### src/rtl/fpmod_pkg.sv
package fpmod_pkg;
  localparam int unsigned FP_EXP_W = 8;
  localparam int unsigned FP_MAN_W = 23;
  localparam int unsigned FP_W     = 1 + FP_EXP_W + FP_MAN_W;
  localparam int unsigned NUM_SRC  = 3;

  typedef enum logic [1:0] {
    SCALE_NONE = 2'd0,
    SCALE_X2   = 2'd1,
    SCALE_X4   = 2'd2,
    SCALE_HALF = 2'd3
  } scale_sel_e;
endpackage

### src/rtl/fpmod_src_lane.sv
module fpmod_src_lane #(
  parameter int unsigned W = 32
) (
  input  logic         is_fp,
  input  logic         abs_en,
  input  logic         neg_en,
  input  logic [W-1:0] val_i,
  output logic [W-1:0] val_o
);
  logic sign_abs;
  logic sign_fin;

  always_comb begin
    sign_abs = abs_en ? 1'b0 : val_i[W-1];
    sign_fin = sign_abs ^ neg_en;
    if (is_fp) begin
      val_o = {sign_fin, val_i[W-2:0]};
    end else begin
      val_o = val_i;
    end
  end
endmodule

### src/rtl/fpmod_scale.sv
module fpmod_scale
  import fpmod_pkg::*;
#(
  parameter int unsigned EXP_W = 8,
  parameter int unsigned MAN_W = 23
) (
  input  logic                   is_fp,
  input  logic [1:0]             sel,
  input  logic [EXP_W+MAN_W:0]   val_i,
  output logic [EXP_W+MAN_W:0]   val_o
);
  localparam int unsigned AW = EXP_W + 2;
  localparam logic [EXP_W-1:0] EXP_ALL1 = {EXP_W{1'b1}};

  logic             sgn;
  logic [EXP_W-1:0] ex;
  logic [MAN_W-1:0] man;
  logic [AW-1:0]    delta;
  logic [AW-1:0]    ex_adj;
  logic             ovf;
  logic             unf;

  assign sgn = val_i[EXP_W+MAN_W];
  assign ex  = val_i[EXP_W+MAN_W-1:MAN_W];
  assign man = val_i[MAN_W-1:0];

  always_comb begin
    case (scale_sel_e'(sel))
      SCALE_X2:   delta = AW'(1);
      SCALE_X4:   delta = AW'(2);
      SCALE_HALF: delta = {AW{1'b1}};
      default:    delta = '0;
    endcase
    ex_adj = {2'b00, ex} + delta;
    ovf    = !ex_adj[AW-1] && (ex_adj[AW-2:0] >= {1'b0, EXP_ALL1});
    unf    = ex_adj[AW-1] || (ex_adj == '0);

    if (!is_fp || ex == EXP_ALL1) begin
      val_o = val_i;
    end else if (ex == '0) begin
      val_o = {sgn, {(EXP_W+MAN_W){1'b0}}};
    end else if (ovf) begin
      val_o = {sgn, EXP_ALL1, {MAN_W{1'b0}}};
    end else if (unf) begin
      val_o = {sgn, {(EXP_W+MAN_W){1'b0}}};
    end else begin
      val_o = {sgn, ex_adj[EXP_W-1:0], man};
    end
  end
endmodule

### src/rtl/fpmod_clamp.sv
module fpmod_clamp #(
  parameter int unsigned EXP_W = 8,
  parameter int unsigned MAN_W = 23
) (
  input  logic                 enable,
  input  logic [EXP_W+MAN_W:0] val_i,
  output logic [EXP_W+MAN_W:0] val_o
);
  localparam int unsigned W = 1 + EXP_W + MAN_W;
  localparam logic [W-1:0] ONE = {2'b00, {(EXP_W-1){1'b1}}, {MAN_W{1'b0}}};

  logic is_nan;
  logic is_neg;
  logic above;

  always_comb begin
    is_nan = (val_i[W-2:MAN_W] == {EXP_W{1'b1}}) && (val_i[MAN_W-1:0] != '0);
    is_neg = val_i[W-1];
    above  = {1'b0, val_i[W-2:0]} > ONE;
    if (!enable) begin
      val_o = val_i;
    end else if (is_nan || is_neg) begin
      val_o = '0;
    end else if (above) begin
      val_o = ONE;
    end else begin
      val_o = val_i;
    end
  end
endmodule

### src/rtl/fpmod_stage.sv
module fpmod_stage
  import fpmod_pkg::*;
(
  input  logic        clk,
  input  logic        rst_n,
  input  logic        src_valid_i,
  input  logic        src_is_fp_i,
  input  logic [2:0]  src_abs_i,
  input  logic [2:0]  src_neg_i,
  input  logic [31:0] src0_i,
  input  logic [31:0] src1_i,
  input  logic [31:0] src2_i,
  output logic        opnd_valid_o,
  output logic [31:0] opnd0_o,
  output logic [31:0] opnd1_o,
  output logic [31:0] opnd2_o,
  input  logic        res_valid_i,
  input  logic        res_is_fp_i,
  input  logic [1:0]  res_scale_i,
  input  logic        res_clamp_i,
  input  logic [31:0] res_i,
  output logic        res_valid_o,
  output logic [31:0] res_o
);
  localparam int unsigned W = FP_W;

  logic [W-1:0] src_arr  [NUM_SRC];
  logic [W-1:0] mod_arr  [NUM_SRC];
  logic [W-1:0] opnd_q   [NUM_SRC];
  logic [W-1:0] opnd_d   [NUM_SRC];
  logic         opnd_vld_q;
  logic         opnd_vld_d;

  logic [W-1:0] scaled;
  logic [W-1:0] clamped;
  logic [W-1:0] res_q;
  logic [W-1:0] res_d;
  logic         res_vld_q;
  logic         res_vld_d;

  assign src_arr[0] = src0_i;
  assign src_arr[1] = src1_i;
  assign src_arr[2] = src2_i;

  for (genvar i = 0; i < NUM_SRC; i++) begin : g_lane
    fpmod_src_lane #(.W(W)) lane_i (
      .is_fp  (src_is_fp_i),
      .abs_en (src_abs_i[i]),
      .neg_en (src_neg_i[i]),
      .val_i  (src_arr[i]),
      .val_o  (mod_arr[i])
    );
  end

  fpmod_scale #(.EXP_W(FP_EXP_W), .MAN_W(FP_MAN_W)) scale_i (
    .is_fp (res_is_fp_i),
    .sel   (res_scale_i),
    .val_i (res_i),
    .val_o (scaled)
  );

  fpmod_clamp #(.EXP_W(FP_EXP_W), .MAN_W(FP_MAN_W)) clamp_i (
    .enable (res_clamp_i && res_is_fp_i),
    .val_i  (scaled),
    .val_o  (clamped)
  );

  always_comb begin
    opnd_vld_d = src_valid_i;
    for (int i = 0; i < NUM_SRC; i++) begin
      opnd_d[i] = src_valid_i ? mod_arr[i] : opnd_q[i];
    end
    res_vld_d = res_valid_i;
    res_d     = res_valid_i ? clamped : res_q;
  end

  always_ff @(posedge clk or negedge rst_n) begin
    if (!rst_n) begin
      opnd_vld_q <= 1'b0;
      res_vld_q  <= 1'b0;
      res_q      <= '0;
      for (int i = 0; i < NUM_SRC; i++) begin
        opnd_q[i] <= '0;
      end
    end else begin
      opnd_vld_q <= opnd_vld_d;
      res_vld_q  <= res_vld_d;
      res_q      <= res_d;
      for (int i = 0; i < NUM_SRC; i++) begin
        opnd_q[i] <= opnd_d[i];
      end
    end
  end

  assign opnd_valid_o = opnd_vld_q;
  assign opnd0_o      = opnd_q[0];
  assign opnd1_o      = opnd_q[1];
  assign opnd2_o      = opnd_q[2];
  assign res_valid_o  = res_vld_q;
  assign res_o        = res_q;
endmodule

### config.mk
export PLATFORM = sky130hd
export DESIGN_NAME = fpmod_stage
export DESIGN_NICKNAME = d
export VERILOG_FILES = /design/src/rtl/fpmod_pkg.sv /design/src/rtl/fpmod_src_lane.sv /design/src/rtl/fpmod_scale.sv /design/src/rtl/fpmod_clamp.sv /design/src/rtl/fpmod_stage.sv
export SDC_FILE = /design/constraint.sdc
export NUM_CORES = 1
export LEC_CHECK = 0
export BUFFER_PORTS_ARGS = -buffer_cell sky130_fd_sc_hd__buf_2
export CORE_ASPECT_RATIO = 0.7
export CORE_UTILIZATION = 35
export CTS_CLUSTER_SIZE = 14
export DETAILED_ROUTE_END_ITERATION = 12
export GPL_TIMING_DRIVEN = 0
export PLACE_DENSITY_LB_ADDON = 0.2
export SYNTH_ARGS = -nofsm -noshare
export SYNTH_HDL_FRONTEND = slang
export SYNTH_SLANG_ARGS = --single-unit
### constraint.sdc
create_clock -name clk -period 0.8 [get_ports clk]
set_input_delay 0.12 -clock clk [delete_from_list [all_inputs] [get_ports clk]]
set_output_delay 0.12 -clock clk [all_outputs]
set_load 0.01 [all_outputs]
# Word-level counts from Yosys, hierarchy flattened
# Cells that the tools add are included.
# classes
addsub	1
n_mul	0
div	0
n_lt_le_gt_ge	2
n_eq_ne	5
shift	0
mux	14
bitwise	3
reduce_logical	11
# ops
op	count
32-bit 2-to-1 mux	6
31-bit 2-to-1 mux	4
31-bit by 30-bit greater-than comparator with 1-bit output, second input constant	1
10-bit one-hot mux with 3 select lines	1
23-bit nonzero test	1
8-bit == test, second input constant	2
8-bit by 10-bit adder with 10-bit output	1
10-bit zero test	1
9-bit by 8-bit >= comparator with 1-bit output, second input constant	1
8-bit zero test	1
2-bit == test, second input constant	2
1-bit logical AND	3
1-bit logical OR	3
1-bit 2-to-1 mux	3
1-bit XOR	3
2-bit by 1-bit == test with 1-bit output, second input constant	1
1-bit zero test	2
# word_totals
reg_bits	130
latchBits	0
ramBits	0
rom_bits	0
inputBits	143
output_inout_bits	130
wordCells	42
memories	0

# Longest topological paths before layout
# Gate-level depths: netlist of run 1.
# depth
ltp_word	14
mapped_depth	13
mapped_depth_nobuf	11

# Cells and area by module
# A second synthesis of run 1 with hierarchy kept.
# unflattened
hier_cells	574
area_unflattened_um2	7141.8
# modules_own_cells
mod	n_inst	cells_per_inst	area_per_inst_um2	seq_area_each_um2
fpmod_stage	1	274	5008.6	3253.1
fpmod_scale	1	141	1016.0	0.0
fpmod_src_lane	3	34	257.7	0.0
fpmod_clamp	1	57	344.1	0.0

# Worst setup path before layout of run 1
# OpenSTA, ideal clock, no wires.
# synth_path
path_type	input to register
startpoint	in res_scale_i[0]
endpoint	reg res_q[10] (netlist: res_o[10])
setup_ns	0.121
arrival_time_ns	2.872
t_required_ns	0.679
slack_ns	-2.193
path_stages	12
n_path_buf	1
cell_sequence	nand2_1 -> inv_1 -> ha_1 -> or2_2 -> a41o_1 -> a31oi_1 -> xor2_1 -> or4_1 -> a31oi_2 -> nor3_2 -> buf_2 -> a22o_1
# synth_between
elab_chain_len	14
elab_cells_between_ends	22
classes_between	add/sub (1); order compare (2); eq/ne (4); mux (8); reduce/logical (7)
# synth_lines
element	line	source
from (decl)	fpmod_stage.sv:19	input logic [1:0] res_scale_i,
2-bit == test or 2-bit by 1-bit == test with 1-bit output (tied branches)	fpmod_scale.sv:28	case (scale_sel_e'(sel))
10-bit one-hot mux with 3 select lines *	fpmod_scale.sv:28	
8-bit by 10-bit adder with 10-bit output *	fpmod_scale.sv:34	ex_adj = {2'b00, ex} + delta;
branches (longest 3 deep; another with 9-bit by 8-bit >= comparator with 1-bit output)	--	
31-bit 2-to-1 mux *	fpmod_scale.sv:42	end else if (ovf) begin
31-bit 2-to-1 mux *	fpmod_scale.sv:40	end else if (ex == '0) begin
31-bit 2-to-1 mux *	fpmod_scale.sv:38	if (!is_fp || ex == EXP_ALL1) begin
branches (longest 4 deep; another with 31-bit by 30-bit greater-than comparator with 1-bit output)	--	
32-bit 2-to-1 mux *	fpmod_clamp.sv:20	if (!enable) begin
to (signal assigned)	fpmod_stage.sv:88	res_q <= res_d;
to (decl)	fpmod_stage.sv:36	logic [W-1:0] res_q;
# Every way passes the cells marked *.
# A chain may end at the register's enable or synchronous reset.

# Worst setup path in the final report of run 1
# layout_path
startpoint	in res_i[24]
endpoint	reg res_q[10] (netlist: res_o[10])
# layout_between
elab_chain_len	12
elab_cells_between_ends	21
classes_between	add/sub (1); order compare (2); eq/ne (2); mux (7); reduce/logical (9)
# layout_lines
element	line	source
from (decl)	fpmod_stage.sv:21	input logic [31:0] res_i,
branches (longest 6 deep; another with 8-bit by 10-bit adder with 10-bit output)	--	
31-bit 2-to-1 mux *	fpmod_scale.sv:38	
branches (longest 4 deep; another with 31-bit by 30-bit greater-than comparator with 1-bit output)	--	
32-bit 2-to-1 mux *	fpmod_clamp.sv:20	
# Marked as above.

==> results.yml, run 1 <==
sta:
  maxSlewHeadroom_pct: 51.2
  hold_violations: 45
  setup_violations: 215
  layout_min_cycle_time_ps: 2580
  worst_slack_ps: -1780
  fmax_mhz: 388
  fin_crit_sh_pct: 323
  slew_viol_final: 0
  whs_ps: -374
  rsz0062_at_grt: "yes"
  fin_skew_ps: 0
  tightest_slew_ps: 732
pwr:
  p_int_mw: 15.6
  swShare_pct: 28.5
  switching_power_mw: 6.20
  p_leak_nw: 5.55
  seq_power_share_pct: 35.8
  vdd_drop_max_uv: 1230
  clkPwrFrac_pct: 36.9
  pwr_density_cell_mw_per_mm2: 1970
  p_comb_share_pct: 27.3
setup_path:
  crit_fanout: 5
  start_kind: "primary input"
  crit_slowest_cell: "fa_2"
  crit_path_end_kind: "flip-flop"
  setup.worst_path.class: "primary input to flip-flop"
  slowest_delay_ps: 420
  setup.worst_path.start: "res_i[24]"
  worstSetupEndpoint: "res_o[10]"
  rr_endpoint: "opnd0_o[24]"
  required_ps: 1160
  path_cells: "buf_4 > inv_1 > fa_2 > and2b_2 > buf_6 > o2111ai_4 > a21oi_4 > buf_12 > xnor2_4 > buf_6 > o21ai_4 > a31oi_4 > nor3_4 > buf_4 > a22o_1"
  arrival_ps: 2940
  rrSetupSlack_ps: -230
  rr_worst_depth: 3
  reg2reg_from: "opnd0_o[24]"
final_layout:
  regArea_sq_mm: 0.00325
  fillers: 1073
  design_area_sq_mm: 0.0111
  drive_gt1_share_pct: 58.5
  multi_input_area_sq_mm: 0.00297
  syn_to_final_growth_pct: 92.3
  nets: 1082
  final_util_pct: 70.1
floorplan:
  die-width_um: 155
  start_util_pct: 36.5
  coreArea_sq_mm: 0.0158
  die_h_um: 109
  ios: 273
  rows: 38
  die-area_sq_mm: 0.0170
logic_synthesis:
  netlist.area_leader.share_pct: 56.5
  yosysTopAreaCell: "dfrtp_1"
  syn_inst: 427
  synth.net_count: 580
  seq_area_frac_synth_pct: 56.5
  ys_ff_latch: 130
  avgSynthCellArea_sq_um: 13.5
  synth_edf_count: 0
  synthMostInstantiatedCell: "dfrtp_1"
  synth-async-reset-ratio_pct: 100
  synth_cell_type_count: 61
  synthFlopType: "dfrtp_1"
  yosys_warnings: 0
  synth_common_cells: "dfrtp_1, mux2_2, a22o_1"
  synth_area_leaders: "dfrtp_1, mux2_2, a22o_1"
  netlist_area_sq_mm: 0.00576
clocking:
  clockBufferDepth: 2
  cts_num_sinks: 130
  numCtsBuffers: 17
  cts_tree: "built"
  htreeDepth: 4
  insertion_delay_ps: 410
  cts-hold-fix-buffers: 119
  clk_pin_slew_ps: 60
  cts_root_buf: "clkbuf_16"
placement:
  dpl_cell_area_sq_mm: 0.00809
  port_buffers: 272
  hpwlAfterDp_mm: 12.6
  place_ws_ps: -2360
  place_congestion: 0.874
route:
  vias: 5780
  drc: 0
  wl_per_cell_um: 18.6
  ant_nets: 0
  viasPerCell: 4.97
  routed_wl_mm: 21.6
  drt_iter0_markers: 427
  dr.pass1.iters: 8
outcome:
  violations: "negative hold slack, negative setup slack"
  status: "finished with violations"
global_route:
  grt_start_max_net_pins: 86
  grt_pass1_wl_mm: 30.1
  grt_overflow: 0
  grt_pass1_vias: 5732
  antenna_found_initial: 1
  grt_use_total_pct: 23.4
hold_path:
  hold_class: "primary input to async pin"
flow_run:
  maxCapViolations: 0
## worst min path at each step
stage / start / end / depth (start not counted)
after floorplan: rst_n / opnd0_o[0] / 0
after global placement: src_valid_i / opnd_valid_o / 1
after detailed placement: rst_n / opnd0_o[1] / 1
after CTS: rst_n / opnd0_o[1] / 1
after global routing: rst_n / opnd0_o[9] / 1
final: rst_n / opnd0_o[3] / 1
## area by class of cell
type,count,share of cell area [%]
Clock buffer,18,3.97
Buffer,19,2.92
Timing Repair Buffer,484,32.4
Clock inverter,14,1.50
Multi-Input combinational cell,265,26.8
Inverter,12,0.475
Antenna cell,2,0.0452
Sequential cell,130,29.4
Tap cell,220,2.49
## layout by cell type, fill, tap and decap left out, drive strengths merged, types with 2 or more instances in the layout
master	count
mux2	96
o211a	2
a31oi	5
and3	2
xnor2	4
a21oi	14
or2	2
dfrtp	130
bufinv	2
a211oi	4
a211o	4
clkbuf	29
nand2	13
xor2	3
and2	2
diode	2
nor3	4
ha	9
inv	19
o21a	2
a22o	24
a21o	4
clkinv	4
or4	3
nor4	6
dlygate4sd3	120
a221o	2
nand3	7
o21ai	11
nor2	14
nand4	5
o2bb2ai	4
buf	372
## cells by family (layout without fill, tap and decap cells)
kind of cell	count (synthesis)	after routing	synth area share [%]
AND/OR/NAND/NOR	64	64	6.04
flip-flops	130	130	56.5
adder cells (fa/ha/maj)	10	10	2.30
AO/OA/AOI/OAI	88	88	12.7
buffers and inverters	32	547	2.52
XOR/XNOR	7	7	1.20
multiplexers	96	96	18.8
other	0	2	0
## per-stage QoR
| step | cells | power, mW | hold slack, ps | setup TNS [ps] |
|---|---|---|---|---|
| finish | 1164 | 21.8 | -374 | -94340 |
| detailed placement | 920 | 11.9 | 74.4 | -102420 |
| floorplan | 427 | 10.2 | -176 | -65990 |
| global placement | 919 | 11.8 | 269 | -357410 |
| CTS | 1111 | 21.1 | -379 | -90650 |
| global route | 1163 | 22.7 | -364 | -102270 |
## sequential cells by signal, summed over array words and instances (netlist names)
name and count:
opnd2_o 32, res_o 32, opnd0_o 32, opnd1_o 32, opnd_valid_o 1, res_valid_o 1
## per-layer routing
layer | vias up | track usage, % | routed length (um)
met3 | 45 | 6.94 | 1450
met2 | 275 | 40.7 | 10900
met5 | - | 0 | 0
li1 | 2593 | - | -
met4 | 0 | 9.66 | 563
met1 | 2867 | 27.5 | 8730
## power groups by stage
stage          Clock (mW)  Combinational [mW]  Sequential, mW
2_1_floorplan           0                2.00            8.15
3_3_place_gp            0                4.01            7.79
3_5_place_dp            0                4.10            7.80
4_1_cts              8.15                5.21            7.72
5_1_grt              8.52                6.30            7.87
6_report             8.04                5.95            7.80
## critical path: cells and delay by family
kind | cells | cell delay (ps)
buffers and inverters | 6 | 780
xor gates and xnor gates | 1 | 70
adders and majority gates | 1 | 420
AOI/OAI and AO/OA | 5 | 810
and+or+nand+nor | 2 | 710
## timing repair
item / 4_1_cts / 5_1_grt
endpoints found under the hold margin: 164 / 45
setup buffers: 42 / 51
endpoints found under the setup margin: 161 / 191
pin swaps: 18 / 10
gates resized for setup: 58 / 30
gates cloned: 2 / 0
Note: power is estimated with default switching activity, not from simulation.
==> run 2, diff against run 1 <==
--- a/config.mk
+++ b/config.mk
@@ -5,9 +5,10 @@
 export SDC_FILE = /design/constraint.sdc
 export NUM_CORES = 1
 export LEC_CHECK = 0
+export ABC_AREA = 1
 export BUFFER_PORTS_ARGS = -buffer_cell sky130_fd_sc_hd__buf_2
 export CORE_ASPECT_RATIO = 0.7
-export CORE_UTILIZATION = 35
+export CORE_UTILIZATION = 44
 export CTS_CLUSTER_SIZE = 14
 export DETAILED_ROUTE_END_ITERATION = 12
 export GPL_TIMING_DRIVEN = 0
==> run 2 against run 1 <==
Effect of this change:
- the run still ends with negative hold slack, negative setup slack left
- critical endpoint is now res_o[5]
- clock skew did not move
- largest cell class unchanged
- synthesized cell count rose by 120%
- combinational power rose by 8.4%
- count of clock-buffer cells in the layout did not move
- area after synthesis rose by 15%
==> results.yml, run 2 <==
logic_synthesis:
  ys_ff_latch: 130
  netlist.area_leader.share_pct: 49.1
  synth-async-reset-ratio_pct: 100
  avgSynthCellArea_sq_um: 7.16
  synth_edf_count: 0
  yosys_warnings: 0
  synth.net_count: 1077
  synth_cell_type_count: 30
  seq_area_frac_synth_pct: 49.1
  synth_common_cells: "nand2_1, dfrtp_1, inv_1"
  yosysTopAreaCell: "dfrtp_1"
  synthSimpleGateAreaFrac_pct: 39.5
  muxShareOfSynthArea_pct: 0
  syn_inst: 924
  synthAdderAreaFrac_pct: 2.00
  synth-xor-area-share_pct: 0.529
  synthFlopType: "dfrtp_1"
  netlist_area_sq_mm: 0.00662
  synthMostInstantiatedCell: "nand2_1"
  synth_top_family_by_area: "simple AND/OR/NAND/NOR gates"
  synth_area_leaders: "dfrtp_1, nand2_1, inv_1"
  synth_compound_area_share_pct: 1.44
pwr:
  p_leak_nw: 6.54
  pwr_density_cell_mw_per_mm2: 1880
  vdd_drop_max_uv: 1700
sta:
  whs_ps: -390
  setup_violations: 169
  slew_viol_final: 0
  tns_ps: -88180
  tightest_slew_ps: 844
  maxSlewHeadroom_pct: 43.5
  fin_skew_ps: 0
  hold_violations: 42
  fin_crit_sh_pct: 331
  rsz0062_at_grt: "yes"
  fmax_mhz: 378
  layout_min_cycle_time_ps: 2640
  worst_slack_ps: -1840
final_layout:
  final_cell_mix: "nand2_1, buf_2, dfrtp_1, buf_4, dlygate4sd3_1"
  drive_gt1_share_pct: 41.1
  final_cells: 1634
  nets: 1579
  antenna_cells: 0
  syn_to_final_growth_pct: 77.2
  design_area_sq_mm: 0.0117
  fillers: 947
  final_common_cell: "nand2_1"
placement:
  hpwlAfterDp_mm: 14.8
  dpl_cell_area_sq_mm: 0.00839
  place_ws_ps: -2370
  place_congestion: 0.910
  port_buffers: 272
  place_inst: 1392
route:
  ant_nets: 0
  wl_per_cell_um: 15.4
  vias: 7853
  drt_iter0_markers: 619
  dr.pass1.iters: 5
  routed_wl_mm: 25.1
  drc: 0
  viasPerCell: 4.81
floorplan:
  die-width_um: 149
  rows: 37
  ios: 273
  die_h_um: 105
  coreArea_sq_mm: 0.0147
  start_util_pct: 45.1
  die-area_sq_mm: 0.0155
setup_path:
  crit_fanout: 8
  setup.worst_path.class: "primary input to flip-flop"
  start_kind: "primary input"
  arrival_ps: 2930
  crit_path_end_kind: "flip-flop"
  required_ps: 1090
outcome:
  violations: "negative hold slack, negative setup slack"
  status: "finished with violations"
flow_run:
  maxCapViolations: 0
global_route:
  antenna_found_initial: 0
  grt_pass1_wl_mm: 35.8
  grt_use_total_pct: 29.3
  grt_start_max_net_pins: 94
  grt_pass1_vias: 7367
  grt_overflow: 0
clocking:
  cts_root_buf: "clkbuf_16"
  cts-hold-fix-buffers: 95
  insertion_delay_ps: 400
  htreeDepth: 4
  cts_tree: "built"
  cts_num_sinks: 130
  numCtsBuffers: 17
  clockBufferDepth: 2
  clk_pin_slew_ps: 70
hold_path:
  hold_class: "primary input to async pin"
-- run 2: changes by cell type after synthesis, sizes merged, moves of 6 or more --
cell | previous run | this run
nor4 | 6 | 0
inv | 11 | 82
clkbuf | 11 | 24
mux2 | 96 | 0
nand2 | 13 | 503
nor2 | 14 | 77
a22o | 24 | 0
nand3 | 7 | 52
a21oi | 14 | 5
-- run 2: final cells by class --
| cell class | instances | area (sq um) | share of cell area, % |
|---|---|---|---|
| tap | 195 | 244 | 2.08 |
| timing repair buffer | 482 | 3630 | 31.0 |
| buffer | 34 | 213 | 1.81 |
| clock buffer | 18 | 429 | 3.66 |
| multi-input combinational | 677 | 3460 | 29.5 |
| clock inverter | 14 | 168 | 1.43 |
| timing repair inverter | 1 | 7.51 | 0.0640 |
| sequential | 130 | 3250 | 27.7 |
| inverter | 83 | 330 | 2.82 |
-- run 2: worst max-delay path, cell delays in order --
cell and delay (ps):
buf_8 110, nand2_8 80, clkinv_8 90, ha_4 320, nand2_4 70, nor2_4 100, nand3_2 100, nand2_2 130
nand2_2 70, nand2_4 90, nand2_4 70, o21bai_4 220, nand2_4 110, nand2_2 90, nand2_2 50, nand2_2 130
nand2_2 70, nor2_4 130, nand2_2 80, nor2_4 120, nand2_2 60, nand2_2 80, nand2_4 100, buf_6 160
nand3_1 70, nand2_1 60
-- run 2: layer usage --
layer	share of wire, %	up-vias	global-route usage (%)
met5	0	-	0
met4	3.1	0	11.3
met3	7.4	60	6.94
met2	48	350	47.4
met1	41	3651	37.7
li1	-	3792	-
-- run 2: repair_timing --
| action | in CTS | in global routing |
|---|---|---|
| gates cloned | 5 | 2 |
| endpoints found under the setup margin | 217 | 168 |
| pin swaps | 35 | 59 |
| endpoints found under the hold margin | 132 | 37 |
| gates resized for setup | 131 | 106 |
| buffers inserted | 57 | 51 |
-- run 2: where the power goes --
group / leakage [nW] / switching [mW] / internal (mW)
sequential: 1.59 / 0.449 / 7.27
clock: 0.280 / 3.19 / 4.71
combinational: 4.67 / 3.28 / 3.17
-- run 2: path summary, 6_finish.rpt --
check | startpoint | cells past startpoint | endpoint | slack [ps]
setup / recovery | res_scale_i[0] | 26 | res_o[5] | -1840
max in group asynchronous | rst_n | 2 | opnd2_o[4] | 400
min in group clk | res_i[6] | 5 | res_o[6] | 70
setup reg to reg | opnd2_o[6] | 4 | opnd2_o[6] | -90
hold reg to reg | opnd0_o[22] | 2 | opnd0_o[22] | 470
hold / removal | rst_n | 1 | opnd0_o[18] | -390
-- run 2: metrics by stage --
step | utilization, % | power (mW)
6_report | 79.9 | 22.1
3_3_place_gp | 57.0 | 11.7
2_1_floorplan | - | 9.99
5_1_grt | 79.9 | 23.1
3_5_place_dp | 57.2 | 11.8
4_1_cts | 74.4 | 21.1
-- run 2: cell families (layout without fill, tap and decap cells) --
logic type / Yosys count / in the layout
flip-flops: 130 / 130
AO/OA/AOI/OAI: 16 / 16
AND/OR/NAND/NOR: 647 / 647
XOR/XNOR: 4 / 4
adder cells (fa/ha/maj): 10 / 10
buffers and inverters: 117 / 632
==> run 3, diff against run 2 <==
--- a/config.mk
+++ b/config.mk
@@ -7,12 +7,13 @@
 export LEC_CHECK = 0
 export ABC_AREA = 1
 export BUFFER_PORTS_ARGS = -buffer_cell sky130_fd_sc_hd__buf_2
+export CAP_MARGIN = 10
 export CORE_ASPECT_RATIO = 0.7
 export CORE_UTILIZATION = 44
 export CTS_CLUSTER_SIZE = 14
 export DETAILED_ROUTE_END_ITERATION = 12
 export GPL_TIMING_DRIVEN = 0
-export PLACE_DENSITY_LB_ADDON = 0.2
+export PLACE_DENSITY = 0.74
 export SYNTH_ARGS = -nofsm -noshare
 export SYNTH_HDL_FRONTEND = slang
 export SYNTH_SLANG_ARGS = --single-unit
==> run 3 against run 2 <==
Effect of this change:
- the flow still finishes with violations (negative hold slack, negative setup slack)
- register-to-register slack got worse by 50 ps
- count of clock-buffer cells in the layout rose by 2
- maximum frequency is 0.22% higher
- first-iteration DRC count increased by 16%
- core utilization grew 0.62 points
==> results.yml, run 3 (synthesis gave the netlist of run 2 again) <==
outcome:
  status: "finished with violations"
  violations: "negative hold slack, negative setup slack"
global_route:
  grt_overflow: 0
  use_met3_pct: 7.60
  grt_use_total_pct: 31.7
  met2_usage_pct: 52.1
  grt_pass1_vias: 7719
  grt_start_max_net_pins: 100
  grt_pass1_wl_mm: 38.1
  top_usage_layer: "met2"
  antenna_found_initial: 7
  gr-usage-met1_pct: 38.4
sta:
  whs_ps: -414
  worst_slack_ps: -1840
  maxSlewHeadroom_pct: 57.1
  layout_min_cycle_time_ps: 2640
  hold_violations: 45
  slew_viol_final: 0
  fin_crit_sh_pct: 330
  setup_violations: 174
  fin_skew_ps: 0
  rsz0062_at_grt: "yes"
  tightest_slew_ps: 641
  fmax_mhz: 379
placement:
  place_ws_ps: -2410
  place_congestion: 0.865
  hpwlAfterDp_mm: 15.3
  port_buffers: 272
  dpl_cell_area_sq_mm: 0.00839
setup_path:
  arrival_ps: 2980
  rr_worst_depth: 4
  crit_fanout: 6
  setup.worst_path.start: "res_scale_i[1]"
  path_common_cell: "nand2_4"
  required_ps: 1140
  crit_slowest_cell: "ha_4"
  setup.worst_path.class: "primary input to flip-flop"
  slowest_delay_ps: 220
  rrSetupSlack_ps: -140
  reg2reg_from: "opnd2_o[23]"
  rr_endpoint: "opnd2_o[23]"
  critical-path-top-delay-family: "simple AND/OR/NAND/NOR gates"
  crit_path_end_kind: "flip-flop"
  cp_num_buf_inv: 6
  start_kind: "primary input"
clocking:
  cts_num_sinks: 130
  insertion_delay_ps: 410
  cts_tree: "built"
  clockBufferDepth: 2
  cts_root_buf: "clkbuf_16"
  htreeDepth: 4
  clk_pin_slew_ps: 60
  cts-hold-fix-buffers: 95
  numCtsBuffers: 17
pwr:
  p_leak_nw: 6.58
  pwr_density_cell_mw_per_mm2: 1960
  vdd_drop_max_uv: 2090
floorplan:
  coreArea_sq_mm: 0.0147
  start_util_pct: 45.1
  die-area_sq_mm: 0.0155
  rows: 37
  die-width_um: 149
  die_h_um: 105
  ios: 273
route:
  wl_per_cell_um: 17.6
  dr.pass1.iters: 5
  vias: 8389
  viasPerCell: 5.15
  ant_nets: 0
  routed_wl_mm: 28.8
  drc: 0
  drt_iter0_markers: 718
final_layout:
  final_cell_mix: "nand2_1, buf_2, dfrtp_1, dlygate4sd3_1, buf_4"
  fillers: 860
  design_area_sq_mm: 0.0118
  drive_gt1_share_pct: 41.4
  syn_to_final_growth_pct: 78.6
  nets: 1569
  final_common_cell: "nand2_1"
flow_run:
  maxCapViolations: 0
hold_path:
  hold_class: "primary input to async pin"
## run 3: through the flow
step	setup TNS, ps	total power [mW]	utilization (%)	instances	hold WS [ps]
after floorplan	-51440	9.99	-	924	-176
after global placement	-382270	11.7	57.0	1391	286
after detailed placement	-109360	11.8	57.2	1392	18.2
after CTS	-82740	21.9	74.7	1570	-416
after global routing	-97160	24.0	80.6	1629	-409
final	-88590	23.2	80.6	1630	-414
## run 3: how the worst max path moves through the flow
stage | end | slack, ps | depth (start not counted)
2_1_floorplan | res_o[23] | -1700 | 23
5_1_grt | res_o[6] | -2010 | 28
4_1_cts | res_o[0] | -1660 | 23
3_5_place_dp | res_o[11] | -2410 | 28
3_3_place_gp | res_o[0] | -2360 | 28
6_report | res_o[14] | -1840 | 27
## run 3: worst register-to-register path: cells and delay by family, from the launching register on
kind | cells | cell delay, ps
buffers and inverters | 2 | 280
flip-flops | 1 | 410
AND/OR/NAND/NOR | 2 | 130
## run 3: per-layer routing
metal	vias up	share of wire, %
met1	3957	37
met5	-	0.052
met4	2	5.6
met3	129	8.1
li1	3785	-
met2	516	49
## run 3: cell type report
class                   count  area (sq um)  area share, %
repair buffers            472          3590           30.4
multi-input cells         677          3520           29.7
flip-flops and latches    130          3250           27.5
clock buffers              20           467           3.95
inverters                  83           328           2.77
well taps                 195           244           2.06
clock inverters            12           203           1.71
plain buffers              34           200           1.69
diodes                      6          15.0          0.127
repair inverters            1          8.76         0.0741
## run 3: what timing repair did
item / 4_1_cts / 5_1_grt
buffers inserted: 47 / 52
gates cloned: 4 / 2
endpoints found under the hold margin: 126 / 31
resized for setup: 131 / 116
endpoints found under the setup margin: 231 / 164
pin swaps: 39 / 23
## run 3: report_power, final
part / total (mW) / internal [mW] / switching, mW
Clock: 8.86 / 5.80 / 3.06
Combinational: 6.56 / 3.14 / 3.42
Sequential: 7.79 / 7.27 / 0.517
